### config.mk
export PLATFORM = sky130hd
export DESIGN_NAME = ptp_tod_stamp
export DESIGN_NICKNAME = d
export VERILOG_FILES = /design/src/rtl/ptp_tod_pkg.sv /design/src/rtl/tod_cfg_regs.sv /design/src/rtl/tod_counter.sv /design/src/rtl/tod_capture.sv /design/src/rtl/ptp_tod_stamp.sv
export SDC_FILE = /design/constraint.sdc
export NUM_CORES = 2
export LEC_CHECK = 0
export BUFFER_PORTS_ARGS = -buffer_cell sky130_fd_sc_hd__buf_2
export CAP_MARGIN = 20
export CORE_ASPECT_RATIO = 1.4
export CORE_MARGIN = 1.5
export CORE_UTILIZATION = 40
export DETAILED_ROUTE_END_ITERATION = 16
export GPL_TIMING_DRIVEN = 0
export PLACE_DENSITY = 0.55
export SKIP_CTS_REPAIR_TIMING = 1
export SLEW_MARGIN = 15
export SYNTH_ARGS = -nofsm -noshare
export SYNTH_HDL_FRONTEND = slang
export SYNTH_HIERARCHICAL = 1
export SYNTH_SLANG_ARGS = --single-unit
### constraint.sdc
create_clock -name clk -period 43 [get_ports clk]
set_input_delay 6.45 -clock clk [delete_from_list [all_inputs] [get_ports clk]]
set_output_delay 6.45 -clock clk [all_outputs]
set_load 0.03 [all_outputs]
### src/rtl/ptp_tod_pkg.sv
package ptp_tod_pkg;
  localparam int SEC_W = 48;
  localparam int NS_W  = 30;
  localparam int FNS_W = 16;
  localparam logic [31:0] NS_PER_SEC = 32'd1_000_000_000;

  typedef struct packed {
    logic [SEC_W-1:0] sec;
    logic [NS_W-1:0]  ns;
    logic [FNS_W-1:0] fns;
  } tod_t;

  typedef enum logic [2:0] {
    REG_PERIOD = 3'd0,
    REG_ADJUST = 3'd1,
    REG_SEC_LO = 3'd2,
    REG_SEC_HI = 3'd3,
    REG_NSEC   = 3'd4,
    REG_FNSEC  = 3'd5,
    REG_LOAD   = 3'd6
  } cfg_reg_e;
endpackage

### src/rtl/tod_cfg_regs.sv
module tod_cfg_regs
  import ptp_tod_pkg::*;
#(
  parameter int PER_NS_W = 4,
  parameter int ADJ_NS_W = 16
) (
  input  logic                clk,
  input  logic                rst_n,
  input  logic                wr_en_i,
  input  logic [2:0]          addr_i,
  input  logic [31:0]         wdata_i,
  output logic [PER_NS_W-1:0] per_ns_o,
  output logic [FNS_W-1:0]    per_fns_o,
  output logic [ADJ_NS_W-1:0] adj_ns_o,
  output logic [FNS_W-1:0]    adj_fns_o,
  output tod_t                ld_time_o,
  output logic                load_o
);
  localparam int PER_TOP = FNS_W + PER_NS_W - 1;
  localparam int ADJ_TOP = FNS_W + ADJ_NS_W - 1;

  cfg_reg_e sel;
  assign sel    = cfg_reg_e'(addr_i);
  assign load_o = wr_en_i && (sel == REG_LOAD);

  always_ff @(posedge clk or negedge rst_n) begin
    if (!rst_n) begin
      per_ns_o  <= '0;
      per_fns_o <= '0;
      adj_ns_o  <= '0;
      adj_fns_o <= '0;
      ld_time_o <= '0;
    end else if (wr_en_i) begin
      case (sel)
        REG_PERIOD: begin
          per_ns_o  <= wdata_i[PER_TOP:FNS_W];
          per_fns_o <= wdata_i[FNS_W-1:0];
        end
        REG_ADJUST: begin
          adj_ns_o  <= wdata_i[ADJ_TOP:FNS_W];
          adj_fns_o <= wdata_i[FNS_W-1:0];
        end
        REG_SEC_LO: ld_time_o.sec[31:0]       <= wdata_i;
        REG_SEC_HI: ld_time_o.sec[SEC_W-1:32] <= wdata_i[SEC_W-33:0];
        REG_NSEC:   ld_time_o.ns              <= wdata_i[NS_W-1:0];
        REG_FNSEC:  ld_time_o.fns             <= wdata_i[FNS_W-1:0];
        default: ;
      endcase
    end
  end
endmodule

### src/rtl/tod_counter.sv
module tod_counter
  import ptp_tod_pkg::*;
#(
  parameter int PER_NS_W = 4
) (
  input  logic                clk,
  input  logic                rst_n,
  input  logic [PER_NS_W-1:0] per_ns_i,
  input  logic [FNS_W-1:0]    per_fns_i,
  input  logic                load_i,
  input  tod_t                ld_time_i,
  output tod_t                now_o
);
  localparam logic [NS_W:0] BILLION = (NS_W+1)'(NS_PER_SEC);

  logic [FNS_W:0] fns_sum;
  logic [NS_W:0]  ns_sum;
  logic           wrap;
  tod_t           nxt;

  always_comb begin
    fns_sum = {1'b0, now_o.fns} + {1'b0, per_fns_i};
    ns_sum  = {1'b0, now_o.ns} + (NS_W+1)'(per_ns_i) + (NS_W+1)'(fns_sum[FNS_W]);
    wrap    = (ns_sum >= BILLION);
    nxt.fns = fns_sum[FNS_W-1:0];
    nxt.ns  = wrap ? NS_W'(ns_sum - BILLION) : ns_sum[NS_W-1:0];
    nxt.sec = now_o.sec + SEC_W'(wrap);
  end

  always_ff @(posedge clk or negedge rst_n) begin
    if (!rst_n)      now_o <= '0;
    else if (load_i) now_o <= ld_time_i;
    else             now_o <= nxt;
  end


  ns_in_range_chk: assert property (@(posedge clk) disable iff (!rst_n)
    (!load_i && (now_o.ns < NS_W'(NS_PER_SEC))) |=> (now_o.ns < NS_W'(NS_PER_SEC)));


  sec_step_chk: assert property (@(posedge clk) disable iff (!rst_n)
    !load_i |=> ((now_o.sec == $past(now_o.sec)) || (now_o.sec == $past(now_o.sec) + 1'b1)));


  load_take_chk: assert property (@(posedge clk) disable iff (!rst_n)
    load_i |=> (now_o == $past(ld_time_i)));


  sec_hold_chk: assert property (@(posedge clk) disable iff (!rst_n)
    (!load_i && (now_o.ns < 30'd999_999_000)) |=> $stable(now_o.sec));
endmodule

### src/rtl/tod_capture.sv
module tod_capture
  import ptp_tod_pkg::*;
#(
  parameter int ADJ_NS_W = 16,
  parameter int TAG_W    = 8
) (
  input  logic                clk,
  input  logic                rst_n,
  input  tod_t                now_i,
  input  logic [ADJ_NS_W-1:0] adj_ns_i,
  input  logic [FNS_W-1:0]    adj_fns_i,
  input  logic                strobe_i,
  input  logic [TAG_W-1:0]    tag_i,
  output logic                valid_o,
  output logic [95:0]         stamp96_o,
  output logic [63:0]         stamp64_o,
  output logic [TAG_W-1:0]    tag_o
);
  localparam int TOT_W = 64 - FNS_W;
  localparam logic [NS_W:0] BILLION = (NS_W+1)'(NS_PER_SEC);

  logic [FNS_W:0]   fns_sum;
  logic [NS_W:0]    ns_sum;
  logic             carry_sec;
  tod_t             adj_t;
  logic [TOT_W-1:0] tot_ns;

  always_comb begin
    fns_sum   = {1'b0, now_i.fns} + {1'b0, adj_fns_i};
    ns_sum    = {1'b0, now_i.ns} + (NS_W+1)'(adj_ns_i) + (NS_W+1)'(fns_sum[FNS_W]);
    carry_sec = (ns_sum >= BILLION);
    adj_t.fns = fns_sum[FNS_W-1:0];
    adj_t.ns  = carry_sec ? NS_W'(ns_sum - BILLION) : ns_sum[NS_W-1:0];
    adj_t.sec = now_i.sec + SEC_W'(carry_sec);
    tot_ns    = TOT_W'(adj_t.sec) * TOT_W'(NS_PER_SEC) + TOT_W'(adj_t.ns);
  end

  always_ff @(posedge clk or negedge rst_n) begin
    if (!rst_n) begin
      valid_o   <= 1'b0;
      stamp96_o <= '0;
      stamp64_o <= '0;
      tag_o     <= '0;
    end else begin
      valid_o <= strobe_i;
      if (strobe_i) begin
        stamp96_o <= {adj_t.sec, {(32-NS_W){1'b0}}, adj_t.ns, adj_t.fns};
        stamp64_o <= {tot_ns, adj_t.fns};
        tag_o     <= tag_i;
      end
    end
  end


  pulse_rise_chk: assert property (@(posedge clk) disable iff (!rst_n)
    strobe_i |=> valid_o);


  pulse_quiet_chk: assert property (@(posedge clk) disable iff (!rst_n)
    !strobe_i |=> !valid_o);


  stamp_hold_chk: assert property (@(posedge clk) disable iff (!rst_n)
    !strobe_i |=> ($stable(stamp96_o) && $stable(stamp64_o) && $stable(tag_o)));


  ns_field_chk: assert property (@(posedge clk) disable iff (!rst_n)
    valid_o |-> (stamp96_o[47:16] < NS_PER_SEC));


  frac_agree_chk: assert property (@(posedge clk) disable iff (!rst_n)
    valid_o |-> (stamp64_o[15:0] == stamp96_o[15:0]));
endmodule

### src/rtl/ptp_tod_stamp.sv
module ptp_tod_stamp
  import ptp_tod_pkg::*;
#(
  parameter int TAG_W    = 8,
  parameter int PER_NS_W = 4,
  parameter int ADJ_NS_W = 16
) (
  input  logic             clk,
  input  logic             rst_n,
  input  logic             cfg_wr_en,
  input  logic [2:0]       cfg_addr,
  input  logic [31:0]      cfg_wdata,
  input  logic             cap_strobe,
  input  logic [TAG_W-1:0] cap_tag,
  output logic             stamp_valid,
  output logic [95:0]      stamp96,
  output logic [63:0]      stamp64,
  output logic [TAG_W-1:0] stamp_tag
);
  logic [PER_NS_W-1:0] per_ns;
  logic [FNS_W-1:0]    per_fns;
  logic [ADJ_NS_W-1:0] adj_ns;
  logic [FNS_W-1:0]    adj_fns;
  tod_t                ld_time;
  tod_t                now;
  logic                load;

  tod_cfg_regs #(.PER_NS_W(PER_NS_W), .ADJ_NS_W(ADJ_NS_W)) regs_i (
    .clk(clk), .rst_n(rst_n), .wr_en_i(cfg_wr_en), .addr_i(cfg_addr),
    .wdata_i(cfg_wdata), .per_ns_o(per_ns), .per_fns_o(per_fns),
    .adj_ns_o(adj_ns), .adj_fns_o(adj_fns), .ld_time_o(ld_time), .load_o(load)
  );

  tod_counter #(.PER_NS_W(PER_NS_W)) cnt_i (
    .clk(clk), .rst_n(rst_n), .per_ns_i(per_ns), .per_fns_i(per_fns),
    .load_i(load), .ld_time_i(ld_time), .now_o(now)
  );

  tod_capture #(.ADJ_NS_W(ADJ_NS_W), .TAG_W(TAG_W)) cap_i (
    .clk(clk), .rst_n(rst_n), .now_i(now), .adj_ns_i(adj_ns),
    .adj_fns_i(adj_fns), .strobe_i(cap_strobe), .tag_i(cap_tag),
    .valid_o(stamp_valid), .stamp96_o(stamp96), .stamp64_o(stamp64),
    .tag_o(stamp_tag)
  );
endmodule

Word-level counts from Yosys, hierarchy flattened
Cells that the tools add are included.
Word-level totals
  register bits after elaboration: 407
  input port bits: 47
  output and inout port bits: 169
  word-level logic and storage cells: 46
Cells by class
  $add $sub $neg: 11
  multiply operators: 1
  $lt $le $gt $ge: 2
  equality and inequality tests: 6
  mux-type cells: 3
  reduce and logical (&&, ||, !) cells: 8
Operators by type and width (number)
  $add 48x1->48: 2
  $mux 94: 1
  $add 31x1->31: 2
  $ge 31x30->1 const B: 2
  $mux 30: 2
  $sub 30x30->30 const B: 2
  $add 48x30->48: 1
  $mul 48x21->39 const B: 1
  $add 16x16->17: 2
  $add 30x16->31: 1
  $add 30x4->31: 1
  $reduce_and 2->1: 6
  $eq 3x3->1 const B: 3
  $eq 3x2->1 const B: 2
  $eq 3x1->1 const B: 1
  $logic_not 3->1: 1
  $logic_and 1x1->1: 1

Depth between registers and ports, before layout
  depth in word-level cells: 6
  mapped depth: 68

By module
Netlist, hierarchy kept.
By module, submodules not included
  tod_capture: instances 1, cells an instance 2282, area an instance 21010.2 µm², sequential area each 3553.4 µm²
  tod_counter: instances 1, cells an instance 756, area an instance 6475.0 µm², sequential area each 2352.3 µm²
  tod_cfg_regs: instances 1, cells an instance 314, area an instance 5615.4 µm², sequential area each 3653.5 µm²

Worst setup path after synthesis
Ideal clock, no wire load.
  kind: reg2reg
  from: register cnt_i/now_o[0] (netlist name)
  to: register cap_i.stamp64_o[63]
  arrival time: 14.114 ns
  required time: 42.880 ns
  slack: 28.767 ns
  stages on the path, launching flop included: 65
  period minus slack after synthesis: 14.233 ns
  path through: dfrtp_1 ha_1 fa_1 a21oi_1 nor2_1 nor2_1 o21bai_1 a21oi_1 o21bai_1 a21oi_1 o21bai_1 a21oi_1 o21bai_1 a21oi_1 o21ai_0 a21o_1 a21oi_1 fa_1 (+29 left out) fa_1 inv_1 fa_1 inv_1 ha_1 and3_1 and2_1 a221o_1 nand3_1 o211a_1 o311ai_1 xnor2_1 and4b_1 nand4_1 nor4_2 nand2_1 or4_1 a31o_1
Between the ends
  word-level cells in the longest chain between the ends: 6
Ends and longest elaborated chain
  start: declaration: line tod_counter.sv:12  | output tod_t now_o
  start signal: assignment: line tod_counter.sv:32  | else if (load_i) now_o <= ld_time_i;
  start signal: assignment: line tod_counter.sv:33  | else now_o <= nxt;
  $add 16x16->17 *: line tod_capture.sv:29  | fns_sum = {1'b0, now_i.fns} + {1'b0, adj_fns_i};
  $add 31x1->31 *: line tod_capture.sv:30  | ns_sum = {1'b0, now_i.ns} + (NS_W+1)'(adj_ns_i) + (NS_W+1)'(fns_sum[FNS_W]);
  $ge 31x30->1: line tod_capture.sv:31  | carry_sec = (ns_sum >= BILLION);
  $add 48x1->48: line tod_capture.sv:34  | adj_t.sec = now_i.sec + SEC_W'(carry_sec);
  $mul 48x21->39: line tod_capture.sv:35  | tot_ns = TOT_W'(adj_t.sec) * TOT_W'(NS_PER_SEC) + TOT_W'(adj_t.ns);
  $add 48x30->48 *: line tod_capture.sv:35
  end signal: assignment: line tod_capture.sv:48  | stamp64_o <= {tot_ns, adj_t.fns};
  end: declaration: line tod_capture.sv:16  | output logic [63:0] stamp64_o,
Mark *: on every way between the ends. The rest lies on a longest branch, timed or not.
A chain may end at the register's enable or synchronous reset.

==> PnR_summary.wiki <==
{| class="wikitable"
! Metric !! Value
|-
| Global Route Usage Sum || 23.1%
|-
| Met3 Use GR || 2.44%
|-
| List of most frequent post-synthesis cells || 547 x inv_1, 382 x dfrtp_1, 266 x fa_1
|-
| Maximum root-to-sink buffer count || 3
|-
| First-iteration detailed-routing DRC count || 1145
|-
| Area of the die || 84500 µm²
|-
| Top cell family by delay on the critical path || adder cells
|-
| Largest net degree at the start of global routing || 99
|-
| H-tree depth || 2
|-
| Async set-or-reset flop fraction in the synthesized netlist || 100%
|-
| Final hold vios || 0
|-
| ANT nets after route || 0
|-
| Number of antenna diodes || 0
|-
| Area growth from synthesis to final layout || 12.4%
|-
| Kind of start point of the critical path || flop
|-
| Gpl congestion || 0.944
|-
| Initial antenna violation count || 2
|-
| Fraction of the yosys area taken by sequential cells || 28.9%
|-
| Flop2flop setup slack || 25.80 ns
|-
| Wire length reported by the detailed router || 96400 µm
|-
| Post-layout net count || 4194
|-
| Routed via count || 24130
|-
| Top cells by area in the synthesized netlist || dfrtp_1 29%, fa_1 16%, ha_1 10%, inv_1 6.2%, mux2_2 6.1%
|-
| CTS tree || done
|-
| Worst slew pin tran || 1.02 ns
|-
| Launch point of the worst hold path || regs_i/ld_time_o[43]
|-
| Number of standard cells after synthesis || 3352
|-
| Critical Path AT || 17.69 ns
|-
| Insertion delay of the later-clocked pin in the worst-skew pair || 0.61 ns
|-
| Most common cell in the netlist || inv_1
|-
| Vertical die dimension || 343 µm
|-
| Sum of overflow across all layers after global routing || 0
|-
| Worst hold path stage count || 2
|-
| Clock period minus worst slack || 17.20 ns
|-
| Highest-utilization routing layer at the global route stage || met2
|-
| Detailed-placement wirelength estimate || 79600 µm
|-
| I/O Pins || 216
|-
| Number of distinct library cells after synthesis || 109
|-
| Most area-hungry cell type in the Yosys netlist || dfrtp_1
|-
| Path category of the worst min-delay check || reg -> reg
|-
| Wire length of the first global-routing pass || 148000 µm
|-
| Reg2Reg Depth || 64
|-
| Min-Delay Endpoint || cnt_i/now_o[43]
|-
| Endpoint of the lowest-slack register-to-register path || cap_i/stamp64_o[63]
|-
| Maximum frequency from static timing analysis || 58.1 MHz
|-
| Post-Route Skew || 0.0472 ns
|-
| Final setup violation count || 0
|-
| Starting density of the core || 40.5%
|-
| Flip-flop and latch count after synthesis || 382
|-
| Fraction of final layout cells sized beyond drive strength 1 || 17.4%
|-
| Multi-input combinational cell area || 20900 µm²
|-
| Setup crit end kind || flop
|-
| Core Area || 81800 µm²
|-
| Buffers added on ports || 213
|-
| Count of yosys warnings during synthesis || 6
|-
| Final Max Slew Viols || 0
|-
| Area share of the leading cell type in the synthesized netlist || 28.9%
|-
| Count of flip-flops with a built-in enable after synthesis || 0
|-
| First-pass iteration count of the detailed router || 7
|-
| Global-route met1 utilization || 27.5%
|-
| Required time of the critical path || 43.49 ns
|-
| Setup total negative slack || 0 ns
|-
| Relative max-transition margin || 31.9%
|-
| Post-Syn Area || 33100 µm²
|-
| Post-route fraction of the period consumed by the critical path || 40.0%
|-
| CTS Sinks || 382
|-
| Fin util || 45.5%
|-
| RSZ-0062 raised after global routing || no
|-
| Clock buffer count from CTS || 42
|-
| Placement Rows || 124
|-
| CTS Root Cell || clkbuf_16
|-
| Worst hold-check slack || 0.452 ns
|-
| Filler Cell Count || 7839
|-
| Clock slew seen by the registers of the worst setup and hold paths || 0.07 ns
|-
| Met2 routing resource usage after global routing || 42.6%
|-
| Delay of the slowest cell on the worst path || 0.79 ns
|-
| Syn_area_per_cell || 9.87 µm²
|-
| Slowest-stage cell, CP || xor2_1
|-
| Result of the run || finished clean
|-
| Category of the critical setup timing path || reg -> reg
|-
| Die Wd || 246 µm
|-
| Maximum capacitance violations || 0
|-
| Routed wire length per instance || 20.4 µm
|-
| Detail-routed via count per cell || 5.11
|-
| Vias in the first global route || 25212
|-
| DRC viols || 0
|-
| WP buf/inv || 9
|-
| FF/Latch Area || 9560 µm²
|-
| Reg-to-reg startpoint || cnt_i/now_o[0]
|-
| Crit-path max FO || 10
|-
| Post-synth top flop || dfrtp_1
|}
per-stage QoR:
step	std cells	worst slack (ns)	cell area (µm²)
floorplan	3353	28.77	33100
global placement	4637	25.86	35500
detailed placement	4644	25.94	35700
CTS	4722	25.88	37200
global route	4722	24.77	37200
finish	4722	25.80	37200
how the worst max path moves through the flow:
| stage | startpoint | to | slack, ns | depth (start not counted) |
|---|---|---|---|---|
| floorplan | cnt_i/now_o[0] | cap_i/stamp64_o[63] | 28.77 | 64 |
| global placement | cnt_i/now_o[0] | cap_i/stamp64_o[63] | 25.86 | 62 |
| detailed placement | cnt_i/now_o[0] | cap_i/stamp64_o[63] | 25.94 | 64 |
| CTS | cnt_i/now_o[0] | cap_i/stamp64_o[63] | 25.88 | 64 |
| global route | cnt_i/now_o[0] | cap_i/stamp64_o[63] | 24.77 | 61 |
| finish | cnt_i/now_o[0] | cap_i/stamp64_o[63] | 25.80 | 64 |
cell families after synthesis:
family / share of synthesized area (%)
xor gates and xnor gates: 7.82
and+or+nand+nor: 10.8
other: 0.0113
AOI/OAI and AO/OA: 10.2
adders and majority gates: 26.1
buffers and inverters: 8.05
DFF: 28.9
muxes: 8.22
layout by cell type, fill, tap and decap left out, drive strengths merged, types with 14 or more instances in the layout:
master / n
inv: 550
o21ai: 141
buf: 279
o21bai: 24
xor2: 105
nor2b: 14
a211oi: 25
ha: 264
nand4: 26
fa: 266
a21o: 44
nand2b: 14
a21oi: 149
nor3: 41
nand3: 75
nand2: 247
nor2: 210
dfrtp: 382
and2: 19
clkbuf: 99
xnor2: 189
and3: 32
o211ai: 16
mux2: 226
clkinv: 14
worst register-to-register path: cells and delay by family (launching register included):
kind                     cells  cell delay (ns)
buffers and inverters        9             1.28
AO/OA/AOI/OAI               26             5.56
XOR/XNOR                     3             1.22
AND/OR/NAND/NOR             11             2.58
flip-flops                   1             0.39
adder cells (fa/ha/maj)     15             6.05
sequential cells by signal, indices dropped and copies added, names as in the netlist:
name,cells
regs_i/per_fns_o,16
cap_i/stamp64_o,64
cap_i/tag_o,8
regs_i/ld_time_o,94
regs_i/per_ns_o,4
cnt_i/now_o,94
regs_i/adj_fns_o,16
regs_i/adj_ns_o,16
cap_i/valid_o,1
cap_i/stamp96_o,69
metal layers:
layer / part of all wire (%) / wire length [µm]
met2: 52 / 50400
met3: 3.0 / 2850
met1: 41 / 39700
met4: 3.5 / 3410
met5: 0 / 0
cell type report:
cell class / count / share of cell area (%)
Buffer: 110 / 1.66
Clock buffer: 48 / 2.97
Clock inverter: 30 / 1.05
Inverter: 547 / 5.52
Multi-Input combinational cell: 2314 / 56.2
Sequential cell: 382 / 25.7
Tap cell: 1071 / 3.60
Timing Repair Buffer: 220 / 3.32
Power is not shown: default switching activity piles up to over one toggle a cycle in this logic, so the estimate is an artifact.
